`src/rtl/calib_pkg.sv`:
```
package calib_pkg;

    localparam int SMP_W = 8;
    localparam int VAL_W = SMP_W + 1;

    typedef logic [VAL_W-1:0] meas_t;

    typedef enum logic [1:0] {
        IN_BAND   = 2'd0,
        MEAS_LOW  = 2'd1,
        MEAS_HIGH = 2'd2
    } meas_dir_e;

    function automatic meas_dir_e judge(input int meas, input int tgt, input int band);
        if (meas > tgt + band) return MEAS_HIGH;
        if (meas < tgt - band) return MEAS_LOW;
        return IN_BAND;
    endfunction

endpackage

```
`src/rtl/win_avg.sv`:
```
module win_avg #(
    parameter int VAL_W    = 9,
    parameter int AVG_LOG2 = 2
) (
    input  logic             clk,
    input  logic             rst_n,
    input  logic             win_i,
    input  logic [VAL_W-1:0] val_i,
    output logic             done_o,
    output logic             full_o,
    output logic [VAL_W-1:0] avg_o
);
    localparam int N     = 1 << AVG_LOG2;
    localparam int CNT_W = AVG_LOG2 + 1;
    localparam int SUM_W = VAL_W + AVG_LOG2;

    typedef struct packed {
        logic             win;
        logic [CNT_W-1:0] cnt;
        logic [SUM_W-1:0] sum;
        logic             done;
        logic             full;
        logic [VAL_W-1:0] avg;
    } st_t;

    st_t st_q, st_d;

    always_comb begin
        st_d      = st_q;
        st_d.win  = win_i;
        st_d.done = 1'b0;
        if (st_q.win && !win_i) begin
            st_d.done = 1'b1;
            st_d.full = (st_q.cnt == CNT_W'(N));
            st_d.avg  = VAL_W'(st_q.sum >> AVG_LOG2);
            st_d.cnt  = '0;
            st_d.sum  = '0;
        end else if (win_i && (st_q.cnt != CNT_W'(N))) begin
            st_d.cnt = st_q.cnt + 1'b1;
            st_d.sum = st_q.sum + SUM_W'(val_i);
        end
    end

    always_ff @(posedge clk or negedge rst_n) begin
        if (!rst_n) st_q <= '0;
        else        st_q <= st_d;
    end

    assign done_o = st_q.done;
    assign full_o = st_q.full;
    assign avg_o  = st_q.avg;


    win_end_chk: assert property (@(posedge clk) disable iff (!rst_n)
        (!win_i && st_q.win) |=> done_o);

endmodule

```
`src/rtl/gain_step.sv`:
```
module gain_step
    import calib_pkg::*;
#(
    parameter int GW     = 8,
    parameter int TGT_W  = 7,
    parameter int TGT_LO = 32,
    parameter int TGT_HI = 99,
    parameter int BAND   = 1
) (
    input  logic          clk,
    input  logic          rst_n,
    input  logic          done_i,
    input  logic          full_i,
    input  meas_t         avg_i,
    input  logic [TGT_W-1:0] tgt_i,
    output logic [GW-1:0] gain_o
);
    localparam logic [GW-1:0] GMAX  = {GW{1'b1}};
    localparam logic [GW-1:0] GRST  = GW'(1) << (GW - 1);

    typedef struct packed {
        logic [GW-1:0] gain;
    } st_t;

    st_t       st_q, st_d;
    int        tgt_c;
    meas_dir_e dir;

    always_comb begin
        tgt_c = int'(tgt_i);
        if (tgt_c < TGT_LO) tgt_c = TGT_LO;
        if (tgt_c > TGT_HI) tgt_c = TGT_HI;
        dir  = judge(int'(avg_i), tgt_c, BAND);
        st_d = st_q;
        if (done_i && full_i) begin
            if (dir == MEAS_HIGH && st_q.gain != '0)
                st_d.gain = st_q.gain - 1'b1;
            else if (dir == MEAS_LOW && st_q.gain != GMAX)
                st_d.gain = st_q.gain + 1'b1;
        end
    end

    always_ff @(posedge clk or negedge rst_n) begin
        if (!rst_n) st_q.gain <= GRST;
        else        st_q      <= st_d;
    end

    assign gain_o = st_q.gain;


    gain_one_step_chk: assert property (@(posedge clk) disable iff (!rst_n)
        done_i |=> (gain_o == $past(gain_o) || gain_o == $past(gain_o) + 1'b1
                    || gain_o == $past(gain_o) - 1'b1));


    gain_no_wrap_top_chk: assert property (@(posedge clk) disable iff (!rst_n)
        (gain_o == GMAX) |=> (gain_o != '0));


    gain_no_wrap_bot_chk: assert property (@(posedge clk) disable iff (!rst_n)
        (gain_o == '0) |=> (gain_o != GMAX));


    gain_hold_chk: assert property (@(posedge clk) disable iff (!rst_n)
        !done_i |=> $stable(gain_o));

endmodule

```
`src/rtl/offs_step.sv`:
```
module offs_step
    import calib_pkg::*;
#(
    parameter int OW        = 10,
    parameter int REG_W     = 8,
    parameter int ZERO_CODE = 127,
    parameter int KSH       = 1,
    parameter int BAND2     = 2
) (
    input  logic                 clk,
    input  logic                 rst_n,
    input  logic                 done_i,
    input  logic                 full_i,
    input  meas_t                avg_i,
    input  logic [REG_W-1:0]     reg_i,
    output logic signed [OW-1:0] offs_o
);
    localparam int OMAX = (1 << (OW - 1)) - 1;
    localparam int OMIN = -(1 << (OW - 1));

    typedef struct packed {
        logic signed [OW-1:0] offs;
    } st_t;

    st_t       st_q, st_d;
    int        meas2, tgt2, err, delta, nxt;
    meas_dir_e dir;

    always_comb begin
        meas2 = 2 * int'(avg_i);
        tgt2  = int'(reg_i) - ZERO_CODE;
        err   = meas2 - tgt2;
        dir   = judge(meas2, tgt2, BAND2);
        delta = err >>> KSH;
        if (delta == 0) delta = (err > 0) ? 1 : -1;
        nxt   = int'(st_q.offs) - delta;
        if (nxt > OMAX) nxt = OMAX;
        if (nxt < OMIN) nxt = OMIN;
        st_d  = st_q;
        if (done_i && full_i && dir != IN_BAND)
            st_d.offs = OW'(nxt);
    end

    always_ff @(posedge clk or negedge rst_n) begin
        if (!rst_n) st_q <= '0;
        else        st_q <= st_d;
    end

    assign offs_o = st_q.offs;


    offs_hold_chk: assert property (@(posedge clk) disable iff (!rst_n)
        !done_i |=> $stable(offs_o));

endmodule

```
`src/rtl/line_calib_ctrl.sv`:
```
module line_calib_ctrl
    import calib_pkg::*;
#(
    parameter int GAIN_W   = 8,
    parameter int OFFS_W   = 10,
    parameter int AVG_LOG2 = 2
) (
    input  logic                     clk,
    input  logic                     rst_n,
    input  logic [7:0]               smp_code,
    input  logic                     smp_ovf,
    input  logic                     sync_in,
    input  logic                     sync_pol,
    input  logic                     clamp_in,
    input  logic [6:0]               coarse_tgt,
    input  logic [7:0]               offset_reg,
    output logic [GAIN_W-1:0]        gain_code,
    output logic signed [OFFS_W-1:0] offs_code,
    output logic                     video_invalid
);
    typedef struct packed {
        logic sync_dly;
        logic clamp_dly;
    } st_t;

    st_t   st_q, st_d;
    logic  sync_act, clamp_act;
    meas_t val;
    logic  g_done, g_full, c_done, c_full;
    meas_t g_avg, c_avg;

    always_comb begin
        sync_act       = sync_in ^ sync_pol;
        clamp_act      = clamp_in & ~sync_act;
        val            = smp_ovf ? meas_t'(256) : meas_t'(smp_code);
        st_d.sync_dly  = sync_act;
        st_d.clamp_dly = clamp_act;
    end

    always_ff @(posedge clk or negedge rst_n) begin
        if (!rst_n) st_q <= '0;
        else        st_q <= st_d;
    end

    assign video_invalid = st_q.sync_dly;

    win_avg #(.VAL_W(VAL_W), .AVG_LOG2(AVG_LOG2)) u_sync_avg (
        .clk(clk), .rst_n(rst_n), .win_i(st_q.sync_dly), .val_i(val),
        .done_o(g_done), .full_o(g_full), .avg_o(g_avg));

    win_avg #(.VAL_W(VAL_W), .AVG_LOG2(AVG_LOG2)) u_clamp_avg (
        .clk(clk), .rst_n(rst_n), .win_i(st_q.clamp_dly), .val_i(val),
        .done_o(c_done), .full_o(c_full), .avg_o(c_avg));

    gain_step #(.GW(GAIN_W), .TGT_W(7)) u_gain (
        .clk(clk), .rst_n(rst_n), .done_i(g_done), .full_i(g_full),
        .avg_i(g_avg), .tgt_i(coarse_tgt), .gain_o(gain_code));

    offs_step #(.OW(OFFS_W), .REG_W(8)) u_offs (
        .clk(clk), .rst_n(rst_n), .done_i(c_done), .full_i(c_full),
        .avg_i(c_avg), .reg_i(offset_reg), .offs_o(offs_code));


    invalid_follows_sync_chk: assert property (@(posedge clk) disable iff (!rst_n)
        (sync_in != sync_pol) |=> video_invalid);


    invalid_clear_chk: assert property (@(posedge clk) disable iff (!rst_n)
        (sync_in == sync_pol) |=> !video_invalid);

endmodule

```
`config.mk`:
```
export PLATFORM = sky130hd
export DESIGN_NAME = line_calib_ctrl
export DESIGN_NICKNAME = d
export VERILOG_FILES = /design/src/rtl/calib_pkg.sv /design/src/rtl/win_avg.sv /design/src/rtl/gain_step.sv /design/src/rtl/offs_step.sv /design/src/rtl/line_calib_ctrl.sv
export SDC_FILE = /design/constraint.sdc
export NUM_CORES = 1
export LEC_CHECK = 0
export BUFFER_PORTS_ARGS = -buffer_cell sky130_fd_sc_hd__buf_4
export CAP_MARGIN = 15
export CORE_MARGIN = 2
export CORE_UTILIZATION = 50
export DETAILED_ROUTE_END_ITERATION = 7
export PLACE_DENSITY = 0.67
export SYNTH_ARGS = -nofsm -noshare
export SYNTH_HDL_FRONTEND = slang
export SYNTH_SLANG_ARGS = --single-unit
export TNS_END_PERCENT = 1
```
`constraint.sdc`:
```
create_clock -name clk -period 12.24 [get_ports clk]
set_input_delay 0 -clock clk [delete_from_list [all_inputs] [get_ports clk]]
set_output_delay 0 -clock clk [all_outputs]
set_load 0.05 [all_outputs]
```
**After elaboration in Yosys (flattened, before gate mapping)**

Index checks and enable logic that the tools add are counted.

- Bitwise gates (word level): 3
- Order comparisons: 9
- Multiplexer cells: 29
- Reduce and logical (&&, ||, !) cells: 18
- Equality and inequality tests: 7
- Add/sub/neg operators: 13

Operators with widths:

| operator | count |
|---|---|
| two-way mux 32 bit | 4 |
| two-way mux 14 bit | 4 |
| adder 32 x 2 -> 32 bit (second input constant) | 1 |
| adder 32 x 3 -> 32 bit (second input constant) | 1 |
| greater-than comparator 10 x 32 -> 1 bit | 1 |
| greater-than comparator 11 x 32 -> 1 bit | 1 |
| greater-than comparator 32 x 1 -> 1 bit (second input constant) | 1 |
| greater-than comparator 32 x 10 -> 1 bit (second input constant) | 1 |
| logical NOT 32 bit | 1 |
| less-than comparator 10 x 32 -> 1 bit | 1 |
| less-than comparator 11 x 32 -> 1 bit | 1 |
| less-than comparator 32 x 10 -> 1 bit (second input constant) | 1 |
| subtractor 10 x 32 -> 32 bit | 1 |
| subtractor 11 x 32 -> 32 bit | 1 |
| subtractor 32 x 2 -> 32 bit (second input constant) | 1 |
| subtractor 32 x 3 -> 32 bit (second input constant) | 1 |
| adder 11 x 9 -> 11 bit | 2 |
| two-way mux 11 bit | 2 |
| two-way mux 2 bit | 8 |
| two-way mux 8 bit | 2 |
| two-way mux 10 bit | 1 |
| logical AND 1 bit | 9 |
| two-way mux 9 bit | 1 |
| subtractor 8 x 7 -> 9 bit (second input constant) | 1 |
| 19 further kinds | 31 |

- Logic and storage cells: 95
- Register bits: 72

**Depth between registers and ports, before layout**

- Depth in word-level cells: 14
- Mapped depth: 38
- Depth with buffers taken out: 34

**By module**

A second synthesis with hierarchy kept.

- Cell total of the unflattened synthesis: 816
- Area total of the unflattened synthesis: 7,055.5 µm²

By module, submodules not included:

| module | instances | area each (µm²) | seq. area each (µm²) | cells an instance |
|---|---|---|---|---|
| offs_step | 1 | 2,834.0 | 250.2 | 348 |
| win_avg at u_clamp_avg | 1 | 1,433.9 | 650.6 | 153 |
| win_avg at u_sync_avg | 1 | 1,430.1 | 650.6 | 154 |
| gain_step | 1 | 1,241.2 | 201.4 | 148 |
| line_calib_ctrl | 1 | 116.4 | 50.0 | 13 |

**Least setup slack after synthesis**

Ideal clock, no wire load.

- Kind: input to register
- From: input offset_reg[0]
- To: register u_offs.st_q, in the netlist u_offs.offs_o[0]
- Setup time: 140 ps
- Stages: 35
- Path slack: 5,532 ps
- Data arrival time: 6,567 ps
- Path through: ha_1 -> xor2_1 -> inv_1 -> ha_1 -> inv_1 -> o21bai_1 -> o21ai_0 -> a221oi_1 -> nor2_1 -> o21bai_1 -> a21oi_1 -> or2_2 -> ha_1 -> nor4b_1 -> nand4_1 -> nor4_1 -> nand3_1 -> nor2_1 -> and4b_1 -> nand3b_1 -> clkbuf_1 -> nand2_1 -> o21ai_1 -> ha_1 -> buf_2 -> and3_4 -> and3_1 -> and3b_1 -> or3_1 -> nor3_1 -> nor3_1 -> nor4_1 -> nand4b_1 -> o31ai_4 -> a31oi_1

- Cells in the longest elaborated chain, start to end: 10
- Elaborated cells between the ends (all ways): 23

RTL lines:

| item | RTL line | source |
|---|---|---|
| start: declaration | line_calib_ctrl.sv:16 | `input logic [7:0] offset_reg,` |
| subtractor 8 x 7 -> 9 bit (*) | offs_step.sv:31 | `tgt2 = int'(reg_i) - ZERO_CODE;` |
| subtractor 11 x 32 -> 32 bit | offs_step.sv:32 | `err = meas2 - tgt2;` |
| greater-than comparator 32 x 1 -> 1 bit | offs_step.sv:35 | `if (delta == 0) delta = (err > 0) ? 1 : -1;` |
| two-way mux 32 bit (2 in a row) | offs_step.sv:35 |  |
| subtractor 10 x 32 -> 32 bit | offs_step.sv:36 | `nxt = int'(st_q.offs) - delta;` |
| greater-than comparator 32 x 10 -> 1 bit | offs_step.sv:37 | `if (nxt > OMAX) nxt = OMAX;` |
| two-way mux 32 bit | offs_step.sv:37 |  |
| less-than comparator 32 x 10 -> 1 bit | offs_step.sv:38 | `if (nxt < OMIN) nxt = OMIN;` |
| two-way mux 10 bit | offs_step.sv:38 |  |
| end signal: assignment | offs_step.sv:46 | `else st_q <= st_d;` |
| end: declaration | offs_step.sv:25 | `st_t st_q, st_d;` |

Every way passes the cells marked *; elsewhere a longest branch is shown, timed or not. The select of a mux whose other input is x is not followed.
A chain may end at the register's enable or synchronous reset.

**Final worst setup path**

- From: input offset_reg[0]
- To: register u_offs.st_q, in the netlist u_offs.offs_o[6]

The elaborated chain is that of the path after synthesis.

==> impl_metrics.ini <==
[timing]
slew_headroom = 0.3665
max_freq_mhz = 119.0
finClkSkew_ps = 7.647
finalCriticalPeriod_ps = 8405
setup_viol = 0
tightest_slew_ps = 950.3
fin_tns_setup_ps = 0
hold_viol = 0
maxSlewViolCount = 0
min_period_over_period = 0.6866
worst_hold_slack_ps = 238.4
rsz0062_at_grt = no

[logic_synthesis]
synth_area_leaders = dfrtp_1, ha_1, nand2_1, xnor2_1, a21oi_1
synthCells = 1090
yosys.area.top_type = dfrtp_1
synth_cell_types = 80
yosysMostFrequentCell = nand2_1
synth_edf_count = 0
synth_ff_type = dfrtp_1
ys_warn_count = 0
netlist.area_leader.share = 0.2056
synth_async_sr_flop_share = 1.000
netlist_area_um2 = 8641
ys_seq_area_frac = 0.2087
synth_commonest_cells = nand2_1, ha_1, nor2_1, dfrtp_1, a21oi_1
syn_avg_cell_area_um2 = 7.927
synth_seq_cells = 72

[setup_path]
crit_type = in2reg
critPathBufInv = 3
rr_worst_depth = 30
arrival_ps = 8650
cpLargestDelayFamily = simple AND/OR/NAND/NOR gates
critical_path.most_common_cell = ha_1
reg2reg_slack_ps = 3890
max_stage_delay_ps = 650
start_kind = primary input
r2r_end = u_offs.offs_o[6]$_DFFE_PN0P_
critPathRequiredTime_ps = 12480
slowest_stage = ha_1
r2r_start = u_clamp_avg.avg_o[0]$_DFFE_PN0P_
cp-startpoint = offset_reg[0]
cp_max_fo = 22
end_kind = register

[routing]
via_count = 7914
ant_nets = 0
drc = 0
drt_pre_antenna_iters = 5
via_per_inst = 5.906
wl_per_cell_um = 15.91
drt-total-wl_um = 21320
drt_iter0_markers = 511

[pwr]
pwr-share-seq = 0.194
p_sw_frac = 0.5026
powerDensity_nw_per_um2 = 232.9
p_switching_mw = 1.103
clkPwrFrac = 0.112
ir_drop_mv = 0.1297
leakagePower_nw = 4.434
combPwrFrac = 0.694
power.internal_mw = 1.092

[finish]
fin_area_um2 = 9425
diodes = 0
multi_input_area_um2 = 6459
nets = 1267
final_util = 0.5507
seq_area_um2 = 1803
fillCellCount = 1674
final_layout_size_suffix_gt1_frac = 0.08430
synthToLayoutAreaGrowth_pct = 9.079

[die]
die_h_um = 135.5
num_rows = 48
core_region_area_um2 = 17120
ios = 48
die_area_um2 = 18350
die_w_um = 135.5
initial_core_util = 0.5048

[placement]
placement.io_buffers = 47
dp_hpwl_um = 16460
place_area_um2 = 9091
routabilityCongestion = 0.9157

[grt]
antenna_found_initial = 0
grt_pass1_wl_um = 35600
grt_pass1_vias = 7380
grtUsageTotal = 0.2359
grt_overflow = 0
grt_max_degree = 73

[flow_run]
maxCapViolations = 0

[cts]
clockBufferDepth = 2
clk_pin_slew_ps = 60
cts-resized-gates = 0
numCtsBuffers = 9
h-tree-depth = 3
cts_root_buf = clkbuf_16
cts_sinks = 72
cts_tree = built
clk_latency_ps = 330

[hold_path]
min_from = smp_code[0]
worstHoldPathType = in2reg
hold_depth = 5
min_to = u_sync_avg.st_q[11]$_DFFE_PN0P_

[outcome]
status = completed
[cell families (layout without fill, tap and decap cells)]
family,Yosys count,after routing,share of synthesized area
DFF,72,72,0.2087
other,1,2,0.0004340
muxes,17,17,0.02085
and+or+nand+nor,410,410,0.2363
xor gates and xnor gates,75,75,0.07689
adders and majority gates,131,131,0.1926
AOI/OAI and AO/OA,290,290,0.2200
buffers and inverters,94,118,0.04431
[registers in the layout (all words and copies together), names as in the netlist, 8 cells and up]
name and cells:
u_clamp_avg.st_q 15, u_gain.gain_o 8, u_sync_avg.avg_o 9, u_sync_avg.st_q 15
u_clamp_avg.avg_o 9, u_offs.offs_o 10
[power groups by stage]
stage | sequential [mW] | combinational, mW | clock [mW]
after floorplan | 0.447 | 1.13 | 0
after global placement | 0.428 | 1.48 | 0
after detailed placement | 0.429 | 1.49 | 0
after CTS | 0.427 | 1.51 | 0.251
after global routing | 0.441 | 1.70 | 0.261
final | 0.427 | 1.52 | 0.245
[routing by layer]
metal  GRT usage  routed length, um
met4     0.07523                498
met5           0                  0
met2      0.3852               9870
met3     0.02245                745
met1      0.3301              10200
[metrics by stage]
step                instances  power, mW  worst slack, ps
finish                   1340      2.195             3836
floorplan                1091      1.581             5532
global route             1340      2.401             3128
CTS                      1340      2.187             3871
detailed placement       1319      1.923             3584
global placement         1319      1.907             3933
[cell type report]
| class | count | area share |
|---|---|---|
| Inverter | 48 | 0.01912 |
| Clock buffer | 11 | 0.02682 |
| Sequential cell | 72 | 0.1913 |
| Timing Repair Buffer | 54 | 0.04434 |
| Tap cell | 225 | 0.02987 |
| Clock inverter | 5 | 0.003319 |
| Multi-Input combinational cell | 925 | 0.6853 |
[what timing repair did]
action,in CTS,in global routing
setup buffers,0,0
hold buffers,5,0
endpoints found under the hold margin,73,0
[how the worst max path moves through the flow]
| stage | endpoint | depth (start not counted) | slack (ps) |
|---|---|---|---|
| after detailed placement | u_offs.offs_o[6]$_DFFE_PN0P_ | 34 | 3580 |
| after global routing | u_offs.offs_o[6]$_DFFE_PN0P_ | 34 | 3130 |
| after CTS | u_offs.offs_o[6]$_DFFE_PN0P_ | 34 | 3870 |
| after global placement | u_offs.offs_o[1]$_DFFE_PN0P_ | 34 | 3930 |
| after floorplan | u_offs.offs_o[0]$_DFFE_PN0P_ | 35 | 5530 |
| final | u_offs.offs_o[6]$_DFFE_PN0P_ | 34 | 3840 |
[cells in the final DEF (no fill, tap or decap), drive strengths merged, types with 7 or more instances in the layout]
cell type  instances
buf               49
nor3b              8
a21o              30
xor2              26
nand2            132
nand3             51
o21a              12
nor2b             20
and2              17
o21bai            15
mux2i              9
inv               48
mux2               8
or3                9
o211ai            18
a21oi             72
nand4             24
clkbuf            11
o21ai             70
nand2b             9
nor4              13
a31oi              7
ha               124
a211oi            10
xnor2             49
nor2              75
nor3              17
o31ai              9
a2bb2oi            9
dfrtp             71
and3              11
[tightest hold or removal path: cells and delay by family]
kind,cells,cell delay (ps)
adders and majority gates,1,160
buffers and inverters,1,70
and+or+nand+nor,2,250
AOI/OAI and AO/OA,1,60
Note: power is estimated with default switching activity, not from simulation.
